<file path="config.mk">
export PLATFORM = sky130hd
export DESIGN_NAME = cmd_frame_enc
export DESIGN_NICKNAME = d
export VERILOG_FILES = /design/src/rtl/cfe_pkg.sv /design/src/rtl/cfe_bl_sel.sv /design/src/rtl/cfe_word_build.sv /design/src/rtl/cfe_frame_seq.sv /design/src/rtl/cmd_frame_enc.sv
export SDC_FILE = /design/constraint.sdc
export NUM_CORES = 1
export LEC_CHECK = 0
export BUFFER_PORTS_ARGS = -buffer_cell sky130_fd_sc_hd__buf_4
export CORE_MARGIN = 2
export CORE_UTILIZATION = 51
export CTS_BUF_LIST = sky130_fd_sc_hd__clkbuf_16
export DETAILED_ROUTE_END_ITERATION = 10
export GPL_TIMING_DRIVEN = 1
export PLACE_DENSITY = 0.81
export SLEW_MARGIN = 30
export SYNTH_ARGS = -nofsm -noshare
export SYNTH_HDL_FRONTEND = slang
export SYNTH_SLANG_ARGS = --single-unit
export TNS_END_PERCENT = 30
</file>
<file path="constraint.sdc">
create_clock -name clk -period 1.81 [get_ports clk]
set_input_delay 0.181 -clock clk [delete_from_list [all_inputs] [get_ports clk]]
set_output_delay 0.181 -clock clk [all_outputs]
set_load 0.1 [all_outputs]
</file>
<file path="src/rtl/cfe_pkg.sv">
package cfe_pkg;

   localparam int CMD_W = 6;

   typedef logic [CMD_W-1:0] caw_t;

   typedef enum logic [2:0] {
      OP_ACT = 3'd0,
      OP_RD  = 3'd1,
      OP_WR  = 3'd2,
      OP_MWR = 3'd3,
      OP_PRE = 3'd4,
      OP_REF = 3'd5,
      OP_MRW = 3'd6,
      OP_MRR = 3'd7
   } op_e;

   // low five bits of first-cycle words; bit 5 carries a per-command flag
   localparam logic [4:0] K_RD   = 5'b00010;
   localparam logic [4:0] K_WR   = 5'b00100;
   localparam logic [4:0] K_MWR  = 5'b01100;
   localparam logic [4:0] K_CAS  = 5'b10010;
   localparam logic [4:0] K_PRE  = 5'b10000;
   localparam logic [4:0] K_REF  = 5'b01000;
   localparam logic [4:0] K_MRW1 = 5'b00110;
   localparam logic [4:0] K_MRW2 = 5'b10110;
   localparam logic [4:0] K_MRR  = 5'b01110;

   function automatic logic needs_two(input op_e op);
      return !(op == OP_PRE || op == OP_REF);
   endfunction

endpackage

</file>
<file path="src/rtl/cfe_bl_sel.sv">
module cfe_bl_sel #(
   parameter int BURST_MODE = 2
) (
   input  logic req_bl,
   output logic bl_bit
);
   generate
      if (BURST_MODE == 0) begin : g_fix16
         logic unused_bl;
         assign unused_bl = req_bl;
         assign bl_bit    = 1'b0;
      end else if (BURST_MODE == 1) begin : g_fix32
         logic unused_bl;
         assign unused_bl = req_bl;
         assign bl_bit    = 1'b1;
      end else begin : g_dyn
         assign bl_bit = req_bl;
      end
   endgenerate
endmodule

</file>
<file path="src/rtl/cfe_word_build.sv">
module cfe_word_build
   import cfe_pkg::*;
#(
   parameter int ROW_W  = 17,
   parameter int BANK_W = 3,
   parameter int COL_W  = 10,
   parameter int MA_W   = 6,
   parameter int OPD_W  = 8,
   parameter int SLOTS  = 4
) (
   input  logic [2:0]          op,
   input  logic [BANK_W-1:0]   bank,
   input  logic [ROW_W-1:0]    row,
   input  logic [COL_W-1:0]    col,
   input  logic                bl,
   input  logic                ap,
   input  logic                all,
   input  logic [MA_W-1:0]     ma,
   input  logic [OPD_W-1:0]    opd,
   output logic [SLOTS-1:0][CMD_W-1:0] words,
   output logic                two_cmd
);
   localparam int PAD_W = CMD_W - BANK_W;

   logic unused_col_lo;
   assign unused_col_lo = ^col[1:0];

   caw_t bank_word;
   caw_t cas_a, cas_b;
   assign bank_word = {{PAD_W{1'b0}}, bank};
   assign cas_a     = {col[8], K_CAS};
   assign cas_b     = col[7:2];

   always_comb begin
      words   = '0;
      two_cmd = needs_two(op_e'(op));
      case (op_e'(op))
         OP_ACT: begin
            words[0] = {row[15], row[14], row[13], row[12], 1'b0, 1'b1};
            words[1] = {row[11], row[10], row[16], bank};
            words[2] = {row[9:6], 1'b1, 1'b1};
            words[3] = row[5:0];
         end
         OP_RD: begin
            words[0] = {bl, K_RD};
            words[1] = {ap, col[9], 1'b0, bank};
            words[2] = cas_a;
            words[3] = cas_b;
         end
         OP_WR: begin
            words[0] = {bl, K_WR};
            words[1] = {ap, col[9], 1'b0, bank};
            words[2] = cas_a;
            words[3] = cas_b;
         end
         OP_MWR: begin
            words[0] = {1'b0, K_MWR};
            words[1] = {ap, col[9], 1'b0, bank};
            words[2] = cas_a;
            words[3] = cas_b;
         end
         OP_PRE: begin
            words[0] = {all, K_PRE};
            words[1] = bank_word;
         end
         OP_REF: begin
            words[0] = {all, K_REF};
            words[1] = bank_word;
         end
         OP_MRW: begin
            words[0] = {opd[7], K_MRW1};
            words[1] = ma;
            words[2] = {opd[6], K_MRW2};
            words[3] = opd[5:0];
         end
         OP_MRR: begin
            words[0] = {1'b0, K_MRR};
            words[1] = ma;
            words[2] = {1'b0, K_CAS};
            words[3] = '0;
         end
         default: words = '0;
      endcase
   end
endmodule

</file>
<file path="src/rtl/cfe_frame_seq.sv">
module cfe_frame_seq
   import cfe_pkg::*;
#(
   parameter int SLOTS = 4
) (
   input  logic                       clk,
   input  logic                       rst_n,
   input  logic                       load,
   input  logic [SLOTS-1:0][CMD_W-1:0] words,
   input  logic                       two_cmd,
   output logic                       active,
   output logic                       cs_q,
   output logic [CMD_W-1:0]           ca_q
);
   localparam int IDX_W = $clog2(SLOTS);
   localparam logic [IDX_W-1:0] LAST_ONE = IDX_W'(1);
   localparam logic [IDX_W-1:0] LAST_TWO = IDX_W'(SLOTS - 1);

   logic [SLOTS-1:0][CMD_W-1:0] wq;
   logic [IDX_W-1:0]            cur;
   logic [IDX_W-1:0]            last;
   logic [IDX_W-1:0]            nxt;

   assign nxt = cur + IDX_W'(1);

   always_ff @(posedge clk) begin
      if (!rst_n) begin
         active <= 1'b0;
         cs_q   <= 1'b0;
         ca_q   <= '0;
         wq     <= '0;
         cur    <= '0;
         last   <= '0;
      end else if (load) begin
         active <= 1'b1;
         wq     <= words;
         last   <= two_cmd ? LAST_TWO : LAST_ONE;
         cur    <= '0;
         cs_q   <= 1'b1;
         ca_q   <= words[0];
      end else if (active) begin
         if (cur == last) begin
            active <= 1'b0;
            cs_q   <= 1'b0;
            ca_q   <= '0;
         end else begin
            cur  <= nxt;
            cs_q <= cur[0];
            ca_q <= wq[nxt];
         end
      end
   end
endmodule

</file>
<file path="src/rtl/cmd_frame_enc.sv">
module cmd_frame_enc
   import cfe_pkg::*;
#(
   parameter int CA_W       = 6,
   parameter int ROW_W      = 17,
   parameter int BANK_W     = 3,
   parameter int COL_W      = 10,
   parameter int MA_W       = 6,
   parameter int OPD_W      = 8,
   parameter int BURST_MODE = 2
) (
   input  logic              clk,
   input  logic              rst_n,
   input  logic              req_valid,
   output logic              req_ready,
   input  logic [2:0]        req_op,
   input  logic [BANK_W-1:0] req_bank,
   input  logic [ROW_W-1:0]  req_row,
   input  logic [COL_W-1:0]  req_col,
   input  logic              req_bl,
   input  logic              req_ap,
   input  logic              req_all,
   input  logic [MA_W-1:0]   req_ma,
   input  logic [OPD_W-1:0]  req_opd,
   output logic              busy,
   output logic              ca_cs,
   output logic [CA_W-1:0]   ca
);
   localparam int SLOTS = 4;

   generate
      if (CA_W != CMD_W) begin : g_bad_ca
         $error("cmd_frame_enc: CA_W must be 6");
      end
      if (ROW_W != 17 || BANK_W != 3 || COL_W != 10) begin : g_bad_addr
         $error("cmd_frame_enc: address widths must be 17/3/10");
      end
      if (MA_W != 6 || OPD_W != 8) begin : g_bad_mr
         $error("cmd_frame_enc: mode register widths must be 6/8");
      end
      if (BURST_MODE < 0 || BURST_MODE > 2) begin : g_bad_bl
         $error("cmd_frame_enc: BURST_MODE must be 0, 1 or 2");
      end
   endgenerate

   logic                        bl_bit;
   logic [SLOTS-1:0][CMD_W-1:0] words;
   logic                        two_cmd;
   logic                        active;
   logic                        load;

   assign req_ready = !active;
   assign load      = req_valid && !active;
   assign busy      = active;

   cfe_bl_sel #(.BURST_MODE(BURST_MODE)) u_bl (
      .req_bl (req_bl),
      .bl_bit (bl_bit)
   );

   cfe_word_build #(
      .ROW_W(ROW_W), .BANK_W(BANK_W), .COL_W(COL_W),
      .MA_W(MA_W), .OPD_W(OPD_W), .SLOTS(SLOTS)
   ) u_build (
      .op      (req_op),
      .bank    (req_bank),
      .row     (req_row),
      .col     (req_col),
      .bl      (bl_bit),
      .ap      (req_ap),
      .all     (req_all),
      .ma      (req_ma),
      .opd     (req_opd),
      .words   (words),
      .two_cmd (two_cmd)
   );

   cfe_frame_seq #(.SLOTS(SLOTS)) u_seq (
      .clk     (clk),
      .rst_n   (rst_n),
      .load    (load),
      .words   (words),
      .two_cmd (two_cmd),
      .active  (active),
      .cs_q    (ca_cs),
      .ca_q    (ca)
   );
endmodule

</file>
==> run_summary.xml <==
<?xml version="1.0" encoding="UTF-8"?>
<metrics>
  <group name="sta">
    <metric name="setup_tns" unit="ps">0</metric>
    <metric name="fin_skew" unit="ps">3.08</metric>
    <metric name="worst_slew_pin_slew" unit="ps">468</metric>
    <metric name="final_period_minus_worst_setup_slack" unit="ps">1590</metric>
    <metric name="report.final.hold_viol_count" unit="">0</metric>
    <metric name="achievable-frequency" unit="MHz">630</metric>
    <metric name="post-route-period-util" unit="%">87.6</metric>
    <metric name="max-slew-margin-rel" unit="%">68.7</metric>
    <metric name="rsz0062_at_grt" unit="">no</metric>
    <metric name="number_of_pins_with_negative_max_slew_slack_in_the_final_report" unit="">0</metric>
    <metric name="finalSetupViolCount" unit="">0</metric>
  </group>
  <group name="die">
    <metric name="placement_rows" unit="">22</metric>
    <metric name="chipWidth" unit="um">65.9</metric>
    <metric name="floorplan.die_area" unit="um^2">4350</metric>
    <metric name="io_pins" unit="">62</metric>
    <metric name="core-area" unit="um^2">3690</metric>
    <metric name="start_util" unit="%">53.1</metric>
    <metric name="floorplan.die.height" unit="um">65.9</metric>
  </group>
  <group name="power">
    <metric name="power_report.internal_total" unit="W">0.00155</metric>
    <metric name="vdd.ir_drop.worst" unit="V">0.000430</metric>
    <metric name="netSwitchingFraction" unit="%">27.8</metric>
    <metric name="power_leakage" unit="nW">1.13</metric>
    <metric name="power.share.clock" unit="%">35.7</metric>
    <metric name="net_switching_power_of_the_design" unit="W">0.000596</metric>
    <metric name="p_per_area" unit="nW/um^2">845</metric>
    <metric name="pwr-share-comb" unit="%">23.2</metric>
    <metric name="power_frac_seq" unit="%">41.2</metric>
  </group>
  <group name="synthesis">
    <metric name="synth_sequential_area_ratio" unit="%">36.8</metric>
    <metric name="fraction_of_the_mapped_netlist_area_in_adder_cells" unit="%">0</metric>
    <metric name="synthFlopType" unit="">dfxtp_1</metric>
    <metric name="synth_top_family_by_area" unit="">compound AO/OA/AOI/OAI gates</metric>
    <metric name="synth_xor_area_share" unit="%">2.17</metric>
    <metric name="synthMuxAreaShare" unit="%">9.59</metric>
    <metric name="post-synth-top-area-cell" unit="">dfxtp_1</metric>
    <metric name="synthesis.nets" unit="">270</metric>
    <metric name="post-synth-top-count-cell" unit="">dfxtp_1</metric>
    <metric name="synth_area_leaders" unit="">dfxtp_1, mux4_2, nand2_1</metric>
    <metric name="synthArstFlopShare" unit="%">0</metric>
    <metric name="synthesis.yosys.warnings" unit="">0</metric>
    <metric name="synth_cells" unit="">217</metric>
    <metric name="yosys.cell_types.count" unit="">38</metric>
    <metric name="yosys_register_bits" unit="">36</metric>
    <metric name="postSynthAreaPerCell" unit="um^2">9.02</metric>
    <metric name="synth_top_cell_area_share" unit="%">36.8</metric>
    <metric name="synth-compound-area-share" unit="%">28.8</metric>
    <metric name="number_of_synthesized_flops_with_an_enable_pin" unit="">0</metric>
    <metric name="yosys.area_share.simple" unit="%">15.9</metric>
    <metric name="synth.top_cells.by_count" unit="">dfxtp_1, nand2_1, a22o_1, o21ai_0</metric>
    <metric name="syn_area" unit="um^2">1960</metric>
  </group>
  <group name="routing">
    <metric name="detail_route.drc_violations" unit="">0</metric>
    <metric name="num_vias" unit="">1765</metric>
    <metric name="drt_iter0_drc" unit="">76</metric>
    <metric name="detail_route.vias_per_cell" unit="">5.60</metric>
    <metric name="routed_wl" unit="um">4770</metric>
    <metric name="drt_pass1_iterations" unit="">4</metric>
    <metric name="antenna_violating_nets_remaining" unit="">0</metric>
    <metric name="routedWlPerCell" unit="um">15.1</metric>
  </group>
  <group name="clock_tree">
    <metric name="clock_insertion_delay_worst_skew" unit="ps">270</metric>
    <metric name="tritoncts" unit="">yes</metric>
    <metric name="cts_setup_buffers" unit="">0</metric>
    <metric name="worst_setup_hold_path_clk_slew" unit="ps">50</metric>
    <metric name="clkSinkCount" unit="">36</metric>
    <metric name="cts-resized-gates" unit="">0</metric>
    <metric name="htree_num_levels" unit="">2</metric>
    <metric name="root_buffer" unit="">clkbuf_16</metric>
    <metric name="number_of_buffers_added_by_the_clock_tree_synthesis_step" unit="">5</metric>
    <metric name="cts_hold_buffers" unit="">0</metric>
    <metric name="ctsLongestPathBuffers" unit="">2</metric>
  </group>
  <group name="status">
    <metric name="run_status" unit="">completed</metric>
  </group>
  <group name="placement">
    <metric name="global_placement_routability_congestion" unit="">0.785</metric>
    <metric name="port-buffer-count" unit="">59</metric>
    <metric name="dpl-instance-area" unit="um^2">2410</metric>
    <metric name="dp_hpwl" unit="um">3430</metric>
    <metric name="placedCellCount" unit="">310</metric>
  </group>
  <group name="layout">
    <metric name="fin_area" unit="um^2">2540</metric>
    <metric name="instances_no_fill" unit="">315</metric>
    <metric name="filler_cell_count_in_the_final_layout" unit="">318</metric>
    <metric name="final_net_count" unit="">322</metric>
    <metric name="area_overhead_of_the_layout_relative_to_synthesis" unit="%">29.6</metric>
    <metric name="n_antenna_cell" unit="">0</metric>
    <metric name="layout-drive-gt1-share" unit="%">31.8</metric>
  </group>
  <group name="worst_setup_path">
    <metric name="crit_type" unit="">reg2reg</metric>
    <metric name="crit_path_top_delay_cell" unit="">dfxtp_2</metric>
    <metric name="critPathCaptureType" unit="">flip-flop</metric>
    <metric name="path_cells" unit="">buf_4 &gt; nor2b_1 &gt; nand3_1 &gt; o31ai_1</metric>
    <metric name="worstPathArrival" unit="ps">1760</metric>
    <metric name="worst_setup_path_start_kind" unit="">flip-flop</metric>
    <metric name="worst-path-max-fanout" unit="">11</metric>
    <metric name="cp_num_buf_inv" unit="">1</metric>
    <metric name="critical_path.top_delay_family" unit="">simple AND/OR/NAND/NOR gates</metric>
    <metric name="critPathMaxStageDelay" unit="ps">370</metric>
    <metric name="critPathRequiredTime" unit="ps">1980</metric>
  </group>
  <group name="min_path">
    <metric name="holdCritPathClass" unit="">in2reg</metric>
  </group>
  <group name="global_routing">
    <metric name="grt_overflow_total" unit="">0</metric>
    <metric name="grt_antenna_before_repair" unit="">0</metric>
    <metric name="grt_pass1_wl" unit="um">7800</metric>
    <metric name="grt_pass1_vias" unit="">1714</metric>
    <metric name="grt_start_max_net_pins" unit="">27</metric>
    <metric name="global_route.usage.total" unit="%">23.8</metric>
  </group>
  <group name="run">
    <metric name="maxCapViolCount" unit="">0</metric>
  </group>
</metrics>
==> layer usage <==
metal  track usage [%]  vias up  wire length [um]
li1                  -      892                 -
met1              28.0      800              2010
met2              41.8       64              2380
met3              5.11        9               286
met4              9.69        0                91
met5                 0        -                 0
==> power groups by stage <==
stage | combinational (W) | sequential (W) | clock [W]
final | 0.000497 | 0.000882 | 0.000764
after floorplan | 0.000247 | 0.000984 | 0
after global routing | 0.000536 | 0.000887 | 0.000810
after detailed placement | 0.000497 | 0.000897 | 0
after CTS | 0.000499 | 0.000882 | 0.000768
after global placement | 0.000489 | 0.000895 | 0
==> through the flow <==
stage | util (%) | power, W | setup slack, ps | hold slack (ps)
6_report | 68.8 | 0.00214 | 224 | 159
5_1_grt | 68.8 | 0.00223 | 82.2 | 198
4_1_cts | 68.8 | 0.00215 | 236 | 161
3_5_place_dp | 65.4 | 0.00139 | 285 | 434
3_3_place_gp | 65.4 | 0.00138 | 356 | 431
2_1_floorplan | - | 0.00123 | 197 | 319
==> cells by family (layout without fill, tap and decap cells) <==
logic type | Yosys count | after routing
XOR/XNOR | 4 | 4
flip-flops | 36 | 36
buffers and inverters | 25 | 75
AND/OR/NAND/NOR | 67 | 67
multiplexers | 11 | 11
AO/OA/AOI/OAI | 74 | 74
==> cell type report <==
cell class	instances	area, um^2	share of cell area, %
Sequential cell	36	722	28.5
Tap cell	48	60.1	2.37
Timing Repair Buffer	66	508	20.0
Multi-Input combinational cell	156	1110	43.6
Clock buffer	5	125	4.93
Inverter	4	15.0	0.592
==> worst paths after layout <==
path / start / endpoint / slack [ps] / depth (start not counted)
worst max-delay path: u_seq.active$_SDFF_PN0_ / u_seq.wq[14]$_SDFFE_PN0P_ / 220 / 4
worst min-delay path: req_row[8] / u_seq.wq[16]$_SDFFE_PN0P_ / 160 / 3
worst max register to register: u_seq.active$_SDFF_PN0_ / u_seq.wq[14]$_SDFFE_PN0P_ / 220 / 4
worst min register to register: u_seq.wq[13]$_SDFFE_PN0P_ / u_seq.wq[13]$_SDFFE_PN0P_ / 450 / 2
==> worst reg2reg max path, delay by kind of cell (launching register included) <==
kind | cells | cell delay (ps)
AO/OA/AOI/OAI | 1 | 360
buffers and inverters | 1 | 170
AND/OR/NAND/NOR | 2 | 590
flip-flops | 1 | 370
==> registers in the layout, summed over array words and instances, names as in the netlist <==
name / count
u_seq.wq: 24
u_seq.ca_q: 6
u_seq.cur: 2
u_seq.last: 2
u_seq.active: 1
u_seq.cs_q: 1
==> cell usage in the layout (no fill, tap or decap), drive strengths merged, types with 3 or more instances in the layout <==
cell | netlist | routed
clkbuf | 8 | 5
buf | 13 | 66
mux2i | 3 | 3
mux4 | 6 | 6
a22o | 14 | 14
a21oi | 5 | 5
o211a | 9 | 9
nand2 | 35 | 35
and2 | 3 | 3
nor2 | 8 | 8
o211ai | 7 | 7
a211oi | 3 | 3
nand3 | 5 | 5
a22oi | 9 | 9
nand2b | 4 | 4
o21a | 4 | 4
a21boi | 7 | 7
xor2 | 4 | 4
dfxtp | 36 | 36
o21ai | 11 | 11
inv | 4 | 4
nor2b | 7 | 7
(Power assumes the default switching activity.)
